--- config.mk ---
export PLATFORM = sky130hd
export DESIGN_NAME = i2cb_oe_ctrl
export DESIGN_NICKNAME = d
export VERILOG_FILES = /design/src/rtl/i2cb_pkg.sv /design/src/rtl/i2cb_line_sync.sv /design/src/rtl/i2cb_engine.sv /design/src/rtl/i2cb_regs.sv /design/src/rtl/i2cb_oe_ctrl.sv
export SDC_FILE = /design/constraint.sdc
export NUM_CORES = 1
export LEC_CHECK = 0
export BUFFER_PORTS_ARGS = -buffer_cell sky130_fd_sc_hd__buf_2
export CAP_MARGIN = 0
export CORE_UTILIZATION = 49
export DETAILED_ROUTE_END_ITERATION = 16
export PLACE_DENSITY = 0.67
export SLEW_MARGIN = 0
export SYNTH_ARGS = -nofsm -noshare
export SYNTH_HDL_FRONTEND = slang
export SYNTH_SLANG_ARGS = --single-unit
--- constraint.sdc ---
create_clock -name clk -period 4.4 [get_ports clk]
set_clock_uncertainty 0.2 [all_clocks]
set_input_delay 0.88 -clock clk [delete_from_list [all_inputs] [get_ports clk]]
set_output_delay 0.88 -clock clk [all_outputs]
set_load 0.005 [all_outputs]
--- src/rtl/i2cb_pkg.sv ---
`timescale 1ns/1ps
package i2cb_pkg;
  typedef enum logic [1:0] {XF_IDLE, XF_ADDR, XF_WRITE, XF_READ} xfer_e;
  localparam int BYTE_W = 8;
  localparam int LO_BANK_PAIRS = 8;
endpackage

--- src/rtl/i2cb_line_sync.sv ---
`timescale 1ns/1ps
module i2cb_line_sync #(
  parameter int STAGES = 2
) (
  input  logic clk,
  input  logic rst_n,
  input  logic scl_i,
  input  logic sda_i,
  output logic sda_s,
  output logic scl_rise,
  output logic scl_fall,
  output logic bus_start,
  output logic bus_stop
);
  logic [STAGES:0] scl_p, sda_p;
  logic scl_now, scl_old, sda_old;

  always_ff @(posedge clk or negedge rst_n) begin
    if (!rst_n) begin
      scl_p <= '1;
      sda_p <= '1;
    end else begin
      scl_p <= {scl_p[STAGES-1:0], scl_i};
      sda_p <= {sda_p[STAGES-1:0], sda_i};
    end
  end

  assign scl_now   = scl_p[STAGES-1];
  assign scl_old   = scl_p[STAGES];
  assign sda_s     = sda_p[STAGES-1];
  assign sda_old   = sda_p[STAGES];
  assign scl_rise  = scl_now & ~scl_old;
  assign scl_fall  = ~scl_now & scl_old;
  assign bus_start = scl_now & scl_old & sda_old & ~sda_s;
  assign bus_stop  = scl_now & scl_old & ~sda_old & sda_s;
endmodule

--- src/rtl/i2cb_engine.sv ---
`timescale 1ns/1ps
module i2cb_engine
  import i2cb_pkg::*;
#(
  parameter logic [6:0] DEV_ADDR  = 7'h69,
  parameter logic [7:0] COUNT_VAL = 8'h09,
  parameter int         IDX_W     = 4
) (
  input  logic              clk,
  input  logic              rst_n,
  input  logic              scl_rise,
  input  logic              scl_fall,
  input  logic              sda_s,
  input  logic              bus_start,
  input  logic              bus_stop,
  output logic              sda_oe,
  output logic              wr_en,
  output logic [IDX_W-1:0]  wr_idx,
  output logic [BYTE_W-1:0] wr_data,
  output logic [IDX_W-1:0]  rd_idx,
  input  logic [BYTE_W-1:0] rd_data
);
  localparam logic [3:0] LAST_BIT = 4'd8;
  localparam logic [3:0] ACK_SLOT = 4'd9;

  xfer_e             mode;
  logic [3:0]        bit_cnt;
  logic [BYTE_W-1:0] shreg;
  logic [IDX_W-1:0]  pos;
  logic [BYTE_W-1:0] tx_next;

  function automatic logic [IDX_W-1:0] sat_inc(input logic [IDX_W-1:0] v);
    return (v == '1) ? v : v + 1'b1;
  endfunction

  assign tx_next = (pos == '0) ? COUNT_VAL : rd_data;
  assign rd_idx  = pos - 1'b1;
  assign wr_idx  = pos - IDX_W'(2);
  assign wr_data = shreg;

  always_ff @(posedge clk or negedge rst_n) begin
    if (!rst_n) begin
      mode    <= XF_IDLE;
      bit_cnt <= '0;
      shreg   <= '0;
      pos     <= '0;
      sda_oe  <= 1'b0;
      wr_en   <= 1'b0;
    end else begin
      wr_en <= 1'b0;
      if (bus_start) begin
        mode    <= XF_ADDR;
        bit_cnt <= '0;
        pos     <= '0;
        sda_oe  <= 1'b0;
      end else if (bus_stop) begin
        mode    <= XF_IDLE;
        bit_cnt <= '0;
        sda_oe  <= 1'b0;
      end else if (mode != XF_IDLE) begin
        if (scl_rise) begin
          if (bit_cnt < LAST_BIT) begin
            bit_cnt <= bit_cnt + 1'b1;
            if (mode != XF_READ) shreg <= {shreg[BYTE_W-2:0], sda_s};
          end else if (bit_cnt == ACK_SLOT && mode == XF_READ && sda_s) begin
            mode <= XF_IDLE;
          end
        end else if (scl_fall) begin
          if (bit_cnt == LAST_BIT) begin
            bit_cnt <= ACK_SLOT;
            case (mode)
              XF_ADDR: begin
                if (shreg[7:1] == DEV_ADDR) sda_oe <= 1'b1;
                else                        mode   <= XF_IDLE;
              end
              XF_WRITE: begin
                sda_oe <= 1'b1;
                if (pos >= IDX_W'(2)) wr_en <= 1'b1;
              end
              default: sda_oe <= 1'b0;
            endcase
          end else if (bit_cnt == ACK_SLOT) begin
            bit_cnt <= '0;
            case (mode)
              XF_ADDR: begin
                if (shreg[0]) begin
                  mode   <= XF_READ;
                  shreg  <= tx_next;
                  sda_oe <= ~tx_next[BYTE_W-1];
                  pos    <= sat_inc(pos);
                end else begin
                  mode   <= XF_WRITE;
                  sda_oe <= 1'b0;
                end
              end
              XF_WRITE: begin
                sda_oe <= 1'b0;
                pos    <= sat_inc(pos);
              end
              default: begin
                shreg  <= tx_next;
                sda_oe <= ~tx_next[BYTE_W-1];
                pos    <= sat_inc(pos);
              end
            endcase
          end else if (mode == XF_READ && bit_cnt != '0) begin
            shreg  <= {shreg[BYTE_W-2:0], 1'b0};
            sda_oe <= ~shreg[BYTE_W-2];
          end
        end
      end
    end
  end
endmodule

--- src/rtl/i2cb_regs.sv ---
`timescale 1ns/1ps
module i2cb_regs
  import i2cb_pkg::*;
#(
  parameter int NUM_REGS  = 8,
  parameter int NUM_PAIRS = 12,
  parameter int IDX_W     = 4
) (
  input  logic                 clk,
  input  logic                 rst_n,
  input  logic                 wr_en,
  input  logic [IDX_W-1:0]     wr_idx,
  input  logic [BYTE_W-1:0]    wr_data,
  input  logic [IDX_W-1:0]     rd_idx,
  output logic [BYTE_W-1:0]    rd_data,
  output logic [NUM_PAIRS-1:0] pair_en,
  output logic                 boost
);
  localparam int               HI_EN_W  = NUM_PAIRS - LO_BANK_PAIRS;
  localparam logic [IDX_W-1:0] HI_IDX   = IDX_W'(NUM_REGS - 2);
  localparam logic [IDX_W-1:0] LO_IDX   = IDX_W'(NUM_REGS - 1);
  localparam logic [7:0]       HI_FIXED = 8'h80;
  localparam int               BOOST_B  = 5;

  logic [LO_BANK_PAIRS-1:0] lo_q;
  logic [HI_EN_W-1:0]       hi_en_q;
  logic                     boost_q;

  always_ff @(posedge clk or negedge rst_n) begin
    if (!rst_n) begin
      lo_q    <= '1;
      hi_en_q <= '1;
      boost_q <= 1'b0;
    end else if (wr_en) begin
      if (wr_idx == LO_IDX) lo_q <= wr_data;
      if (wr_idx == HI_IDX) begin
        hi_en_q <= wr_data[HI_EN_W-1:0];
        boost_q <= wr_data[BOOST_B];
      end
    end
  end

  always_comb begin
    if (rd_idx == LO_IDX)
      rd_data = lo_q;
    else if (rd_idx == HI_IDX)
      rd_data = HI_FIXED | (8'(boost_q) << BOOST_B) | 8'(hi_en_q);
    else
      rd_data = '0;
  end

  for (genvar g = 0; g < NUM_PAIRS; g++) begin : g_pair
    if (g < LO_BANK_PAIRS) begin : g_lo
      assign pair_en[g] = lo_q[g];
    end else begin : g_hi
      assign pair_en[g] = hi_en_q[g-LO_BANK_PAIRS];
    end
  end

  assign boost = boost_q;
endmodule

--- src/rtl/i2cb_oe_ctrl.sv ---
`timescale 1ns/1ps
module i2cb_oe_ctrl
  import i2cb_pkg::*;
#(
  parameter logic [6:0] DEV_ADDR    = 7'h69,
  parameter logic [7:0] COUNT_VAL   = 8'h09,
  parameter int         NUM_REGS    = 8,
  parameter int         NUM_PAIRS   = 12,
  parameter int         SYNC_STAGES = 2
) (
  input  logic                 clk,
  input  logic                 rst_n,
  input  logic                 scl_i,
  input  logic                 sda_i,
  output logic                 sda_oe,
  input  logic                 pd_n,
  output logic [NUM_PAIRS-1:0] pair_drive,
  output logic                 pair_hiz,
  output logic                 drive_boost
);
  localparam int IDX_W = $clog2(NUM_REGS) + 1;

  logic                 sda_s, scl_rise, scl_fall, bus_start, bus_stop;
  logic                 wr_en;
  logic [IDX_W-1:0]     wr_idx, rd_idx;
  logic [BYTE_W-1:0]    wr_data, rd_data;
  logic [NUM_PAIRS-1:0] pair_en;

  i2cb_line_sync #(.STAGES(SYNC_STAGES)) sync_i (
    .clk(clk), .rst_n(rst_n), .scl_i(scl_i), .sda_i(sda_i),
    .sda_s(sda_s), .scl_rise(scl_rise), .scl_fall(scl_fall),
    .bus_start(bus_start), .bus_stop(bus_stop)
  );

  i2cb_engine #(.DEV_ADDR(DEV_ADDR), .COUNT_VAL(COUNT_VAL), .IDX_W(IDX_W)) eng_i (
    .clk(clk), .rst_n(rst_n), .scl_rise(scl_rise), .scl_fall(scl_fall),
    .sda_s(sda_s), .bus_start(bus_start), .bus_stop(bus_stop),
    .sda_oe(sda_oe), .wr_en(wr_en), .wr_idx(wr_idx), .wr_data(wr_data),
    .rd_idx(rd_idx), .rd_data(rd_data)
  );

  i2cb_regs #(.NUM_REGS(NUM_REGS), .NUM_PAIRS(NUM_PAIRS), .IDX_W(IDX_W)) regs_i (
    .clk(clk), .rst_n(rst_n), .wr_en(wr_en), .wr_idx(wr_idx),
    .wr_data(wr_data), .rd_idx(rd_idx), .rd_data(rd_data),
    .pair_en(pair_en), .boost(drive_boost)
  );

  assign pair_drive = pair_en & {NUM_PAIRS{pd_n}};
  assign pair_hiz   = ~pd_n;
endmodule

== Word-level counts from Yosys, hierarchy flattened ==
Cells that the tools add are included.
Storage, ports and cells
  output and inout port bits: 15
  register bits: 39
  word-level logic and storage cells: 152
  bits of input ports: 5
Operators by class
  bitwise logic cells: 18
  $add $sub $neg: 4
  reduce and logical (&&, ||, !) cells: 24
  equal/unequal tests: 29
  magnitude comparators: 2
  muxes and demuxes: 63
Operators by type and width (count)
  $mux W8: 11
  $mux W4: 18
  $mux W2: 12
  $mux W1: 19
  $eq A4 B3 Y1 const B: 4
  $pmux W8 S2: 1
  $ne A5 B4 Y1 const B: 3
  $and A12 B12 Y12: 1
  $eq A4 B4 Y1 const B: 3
  $ne A2 B2 Y1 const B: 6
  $ne A4 B4 Y1 const B: 3
  $reduce_and A10 Y1: 1
  $reduce_bool A2 Y1: 5
  $reduce_bool A5 Y1: 2
  $not A1 Y1: 9
  $reduce_and A9 Y1: 1
  $reduce_bool A3 Y1: 3
  $add A4 B1 Y4 const B: 2
  $or A8 B4 Y8: 1
  $reduce_and A8 Y1: 1
  $reduce_bool A4 Y1: 2
  $and A1 B1 Y1: 7
  $eq A7 B7 Y1 const B: 1
  $reduce_and A7 Y1: 1
  other kinds (17): 23

== Logic depth before layout (Yosys ltp) ==
  word-level depth: 15
  mapped depth: 8
  mapped depth without buffers: 7

== By module ==
From an unflattened synthesis, not the netlist that was laid out.
Unflattened totals
  cell total of the unflattened synthesis: 238
  area total of the unflattened synthesis: 2580.0 um^2
By module, submodules not included
  i2cb_engine: seq. area each 500.5 um^2, times used 1, area an instance 1629.1 um^2, cells each 166
  i2cb_regs: seq. area each 340.3 um^2, times used 1, area an instance 660.6 um^2, cells each 48
  i2cb_line_sync: seq. area each 157.7 um^2, times used 1, area an instance 190.2 um^2, cells each 10
  i2cb_oe_ctrl: seq. area each 0.0 um^2, times used 1, area an instance 100.1 um^2, cells each 14

== Least setup slack after synthesis ==
Ideal clock, no wire load.
  path kind: reg-to-reg
  start: register eng_i.pos[2]
  end: register eng_i.shreg[5], in the netlist eng_i.wr_data[5]
  clock period less this slack: 2407 ps
  library setup time: 125 ps
  buffers on the path: 1
  required time: 4075 ps
  data arrival time: 2082 ps
  cell stages (with the launch flop): 9
  setup slack: 1993 ps
  cells stage by stage: dfrtp_1 -> buf_4 -> inv_1 -> ha_1 -> a21boi_1 -> mux2i_1 -> nor4b_4 -> a221o_2 -> mux2_2
On the way
  word-level cells in the longest chain between the ends: 11
  elaborated cells between the ends (all ways): 13
  classes of those cells: add/sub (1); eq/ne (2); mux (9); reduce/logical (1)
Ends and longest elaborated chain
  start, declared: line i2cb_engine.sv:29  | logic [IDX_W-1:0] pos;
  start signal, assigned: line i2cb_engine.sv:90  | pos <= sat_inc(pos);
  start signal, assigned: line i2cb_engine.sv:98  | pos <= sat_inc(pos);
  start signal, assigned: line i2cb_engine.sv:103  | pos <= sat_inc(pos);
  $sub A4 B1 Y4: line i2cb_engine.sv:37  | assign rd_idx = pos - 1'b1;
  $eq A4 B3 Y1: line i2cb_regs.sv:46  | else if (rd_idx == HI_IDX)
  $mux W8: line i2cb_regs.sv:46
  $mux W8: line i2cb_regs.sv:44  | if (rd_idx == LO_IDX)
  $mux W8 (*): line i2cb_engine.sv:36  | assign tx_next = (pos == '0) ? COUNT_VAL : rd_data;
  $mux W8: line i2cb_engine.sv:86  | if (shreg[0]) begin
  $pmux W8 S2 (*): line i2cb_engine.sv:84  | case (mode)
  $mux W8 (*): line i2cb_engine.sv:82  | end else if (bit_cnt == ACK_SLOT) begin
  $mux W8 (*): line i2cb_engine.sv:69  | if (bit_cnt == LAST_BIT) begin
  $mux W8 (*): line i2cb_engine.sv:68  | end else if (scl_fall) begin
  $mux W8 (*): line i2cb_engine.sv:61  | if (scl_rise) begin
  end signal, assigned: line i2cb_engine.sv:64  | if (mode != XF_READ) shreg <= {shreg[BYTE_W-2:0], sda_s};
  end signal, assigned: line i2cb_engine.sv:88  | shreg <= tx_next;
  end signal, assigned: line i2cb_engine.sv:101  | shreg <= tx_next;
  end, declared: line i2cb_engine.sv:28  | logic [BYTE_W-1:0] shreg;
Every way passes the cells marked *; elsewhere a longest branch is shown, timed or not. The select of a mux whose other input is x is not followed.
A chain may end at the register's enable or synchronous reset.

== Worst setup path after layout ==
  start: register sync_i.scl_p[2]
  end: register eng_i.shreg[1], in the netlist eng_i.wr_data[1]
On the way
  word-level cells in the longest chain between the ends: 5
  elaborated cells between the ends (all ways): 19
  classes of those cells: eq/ne (5); mux (1); bitwise (10); reduce/logical (3)
Ends and longest elaborated chain
  start, declared: line i2cb_line_sync.sv:15  | logic [STAGES:0] scl_p, sda_p;
  start signal, assigned: line i2cb_line_sync.sv:23  | scl_p <= {scl_p[STAGES-1:0], scl_i};
  $and A1 B1 Y1: line i2cb_line_sync.sv:34, i2cb_line_sync.sv:35
  $and A1 B1 Y1, on equally long branches (2 in a row): line i2cb_line_sync.sv:35, i2cb_line_sync.sv:34
  $not A1 Y1 (no source line)
  $reduce_and A10 Y1 (no source line)
Parallel ways exist; a longest one is shown, timed or not.

==> impl_metrics.csv <==
group,metric,value,unit
status,status,"finished, final reports clean",
synthesis,async_reset_ff_share,100.0,%
place,pre_cts_slack,1.555,ns
synthesis,synth-edff-count,0,
floorplanning,rows,26,
floorplanning,core_area,5140,um2
synthesis,synth_fp_nets,272,
layout,seq_area,998.5,um2
worst_setup_path,path_cells,"inv_1, ha_1, nand4bb_1, or2_4, nor4b_4, a221o_1, mux2_2",
drt,vias_per_cell,5.605,
drt,wl_per_cell,15.55,um
power,p_switching,255.4,uW
cts,cts_sinks,39,
worst_setup_path,path_class,"flop to flop",
synthesis,syn-mean-instance-area,10.55,um2
power,combPwrFrac,20.6,%
power,p_clk_share,34.5,%
worst_setup_path,path_buf_inv,1,
timing,min_period,2.870,ns
synthesis,yosysMostFrequentCell,"dfrtp_1",
layout,areaGrowthSynthToFinish,8.847,%
timing,rsz0062_at_grt,"no",
worst_setup_path,crit_path_start_kind,"flop",
power,seq_power_share,44.9,%
synthesis,netlist_area,2616,um2
drt,routed_wl,5.241,mm
cts,cts_setup_buffers,0,
timing,slew_violations,0,
grt,grt_max_degree,40,
place,port_buffers,19,
drt,drt_iter0_markers,90,
drt,vias,1889,
synthesis,synth.distinct_cells,70,
synthesis,synthFlopType,"dfrtp_1",
timing,fmax,0.3485,GHz
timing,worst_pin_slew,0.8452,ns
timing,finalCritPeriodShare,65.22,%
synthesis,seq_area_frac_synth,38.16,%
worst_setup_path,worstPathArrival,2.90,ns
power,ir_drop,0.0001699,V
grt,grt_antenna_before_repair,0,
worst_setup_path,end_kind,"flop",
place,dp_hpwl,3.902,mm
timing,slew_headroom,43.65,%
grt,grt-ovfl-total,0,
layout,n_antenna_cell,0,
worst_hold_path,min_path_type,"flop to flop",
cts,h-tree-depth,2,
job,maxCapViolCount,0,
timing,hold_viol_final,0,
floorplanning,pin_count,20,
grt,grt_first_pass_wirelength,8.852,mm
cts,path_clk_slew,0.07,ns
timing,finalSetupTns,0,ns
worst_setup_path,cp_max_fo,11,
grt,track_usage,21.15,%
synthesis,yosysTopAreaCellShare,20.09,%
grt,grt_pass1_vias,1824,
cts,cts_tree,"yes",
synthesis,yosys.area.top_type,"dfrtp_1",
layout,nets,290,
layout,multi_input_area,1496,um2
drt,dr.pass1.iters,4,
timing,setup_violations,0,
drt,final_antenna_net_count,0,
worst_setup_path,cpPeakStageDelay,0.56,ns
cts,clockBufferDepth,2,
floorplanning,dieArea,5636,um2
power,p_per_area,311.7,nW/um2
power,intPower,632.3,uW
synthesis,ys_warn_count,0,
layout,fillers,480,
cts,post_cts_resized,0,
cts,clk-insertion-delay-late,0.29,ns
cts,root_buffer,"clkbuf_8",
cts,cts_hold_buf,0,
place,gp_congestion,0.8161,
worst_setup_path,cp.required,4.43,ns
drt,drc,0,
floorplanning,start_util,50.90,%
power,p_total,887.7,uW
floorplanning,die_x,75.07,um
synthesis,ys_top_cells_by_count,"21 x dfrtp_1, 19 x ha_1, 18 x dfstp_2, 18 x mux2_2, 18 x nand2_1",
power,p_leak,1.276,nW
synthesis,syn_inst,248,
worst_setup_path,crit_family,"simple AND/OR/NAND/NOR gates",
synthesis,ys_ff_latch,39,
floorplanning,die_h,75.07,um
worst_setup_path,critPathSlowestCell,"nand4bb_1",
cts,cts_buffers,5,
synthesis,yosys-top-cells-area,"dfrtp_1 20%, dfstp_2 18%, ha_1 9.1%",
timing,fin_ws,1.530,ns
power,netSwitchingFraction,28.77,%
layout,drive_above_1_share,31.46,%
## power by group through the flow
| stage | Clock (mW) | Sequential (mW) | Combinational [mW] |
|---|---|---|---|
| 5_1_grt | 0.332 | 0.402 | 0.203 |
| 2_1_floorplan | 0 | 0.398 | 0.140 |
| 3_3_place_gp | 0 | 0.404 | 0.179 |
| 6_report | 0.306 | 0.399 | 0.183 |
| 3_5_place_dp | 0 | 0.405 | 0.181 |
| 4_1_cts | 0.315 | 0.399 | 0.182 |
## metal layers
layer / global-route usage, % / wire (um)
met5: 0 / 0
met4: 7.128 / 30
met3: 3.882 / 124
met2: 35.44 / 2555
met1: 27.57 / 2530
## final timing paths
kind,startpoint,to,slack [ns],depth (start not counted)
worst max-delay path,sync_i.scl_p[2],eng_i.wr_data[1],1.53,7
worst min-delay path,sync_i.sda_p[0],sync_i.sda_p[1],0.16,0
worst max register to register,sync_i.scl_p[2],eng_i.wr_data[1],1.53,7
worst min register to register,sync_i.sda_p[0],sync_i.sda_p[1],0.16,0
max in group asynchronous,rst_n,eng_i.mode[0],2.97,1
min in group asynchronous,rst_n,eng_i.pos[3],0.49,1
## metrics by stage
stage	hold WS (ns)	area [um2]	std cells	utilization [%]
after floorplan	0.1452	2616	248	-
after global placement	0.1455	2730	329	53.12
after detailed placement	0.1473	2730	329	53.12
after CTS	0.1582	2848	337	55.40
after global routing	0.1591	2848	337	55.40
final	0.1561	2848	337	55.40
## cell type report
class                      count  area share [%]
clock buffer                   6           2.900
clock inverter                 2           1.230
inverter                      14           1.845
multi-input combinational    187           52.55
sequential                    39           35.06
tap                           70           3.076
timing repair buffer          19           3.339
## flip-flops by register name (all words and copies together) (netlist names)
signal and count:
regs_i.hi_en_q 4, regs_i.lo_q 8, eng_i.mode 2, eng_i.wr_data 8, eng_i.bit_cnt 4, sync_i.scl_p 3
regs_i.boost 1, eng_i.pos 4, eng_i.sda_oe 1, eng_i.wr_en 1, sync_i.sda_p 3
## worst register-to-register path, delay by kind of cell, from the launching register on
kind,cells,cell delay (ns)
fa+ha+maj,1,0.31
compound gates,1,0.21
flops,1,0.55
simple gates,3,1.38
buf+inv,1,0.04
mux,1,0.13
## cell families (layout without fill, tap and decap cells)
logic type | Yosys count | after routing | synth area share, %
muxes | 25 | 25 | 10.71
adders and majority gates | 19 | 19 | 9.087
xor gates and xnor gates | 4 | 4 | 1.339
DFF | 39 | 39 | 38.16
buffers and inverters | 22 | 41 | 4.638
and+or+nand+nor | 84 | 84 | 20.66
AOI/OAI and AO/OA | 55 | 55 | 15.40
## cell usage in the layout, fill, tap and decap left out, drive strengths merged, types with 4 or more instances in the layout
master  count
mux2       21
and2       18
nor2        9
nor2b       4
inv        14
mux2i       4
dfrtp      21
buf        19
o21ai       9
a21oi      14
clkbuf      6
dfstp      18
nand2      18
ha         19
nand3       9
(Power assumes the default switching activity.)
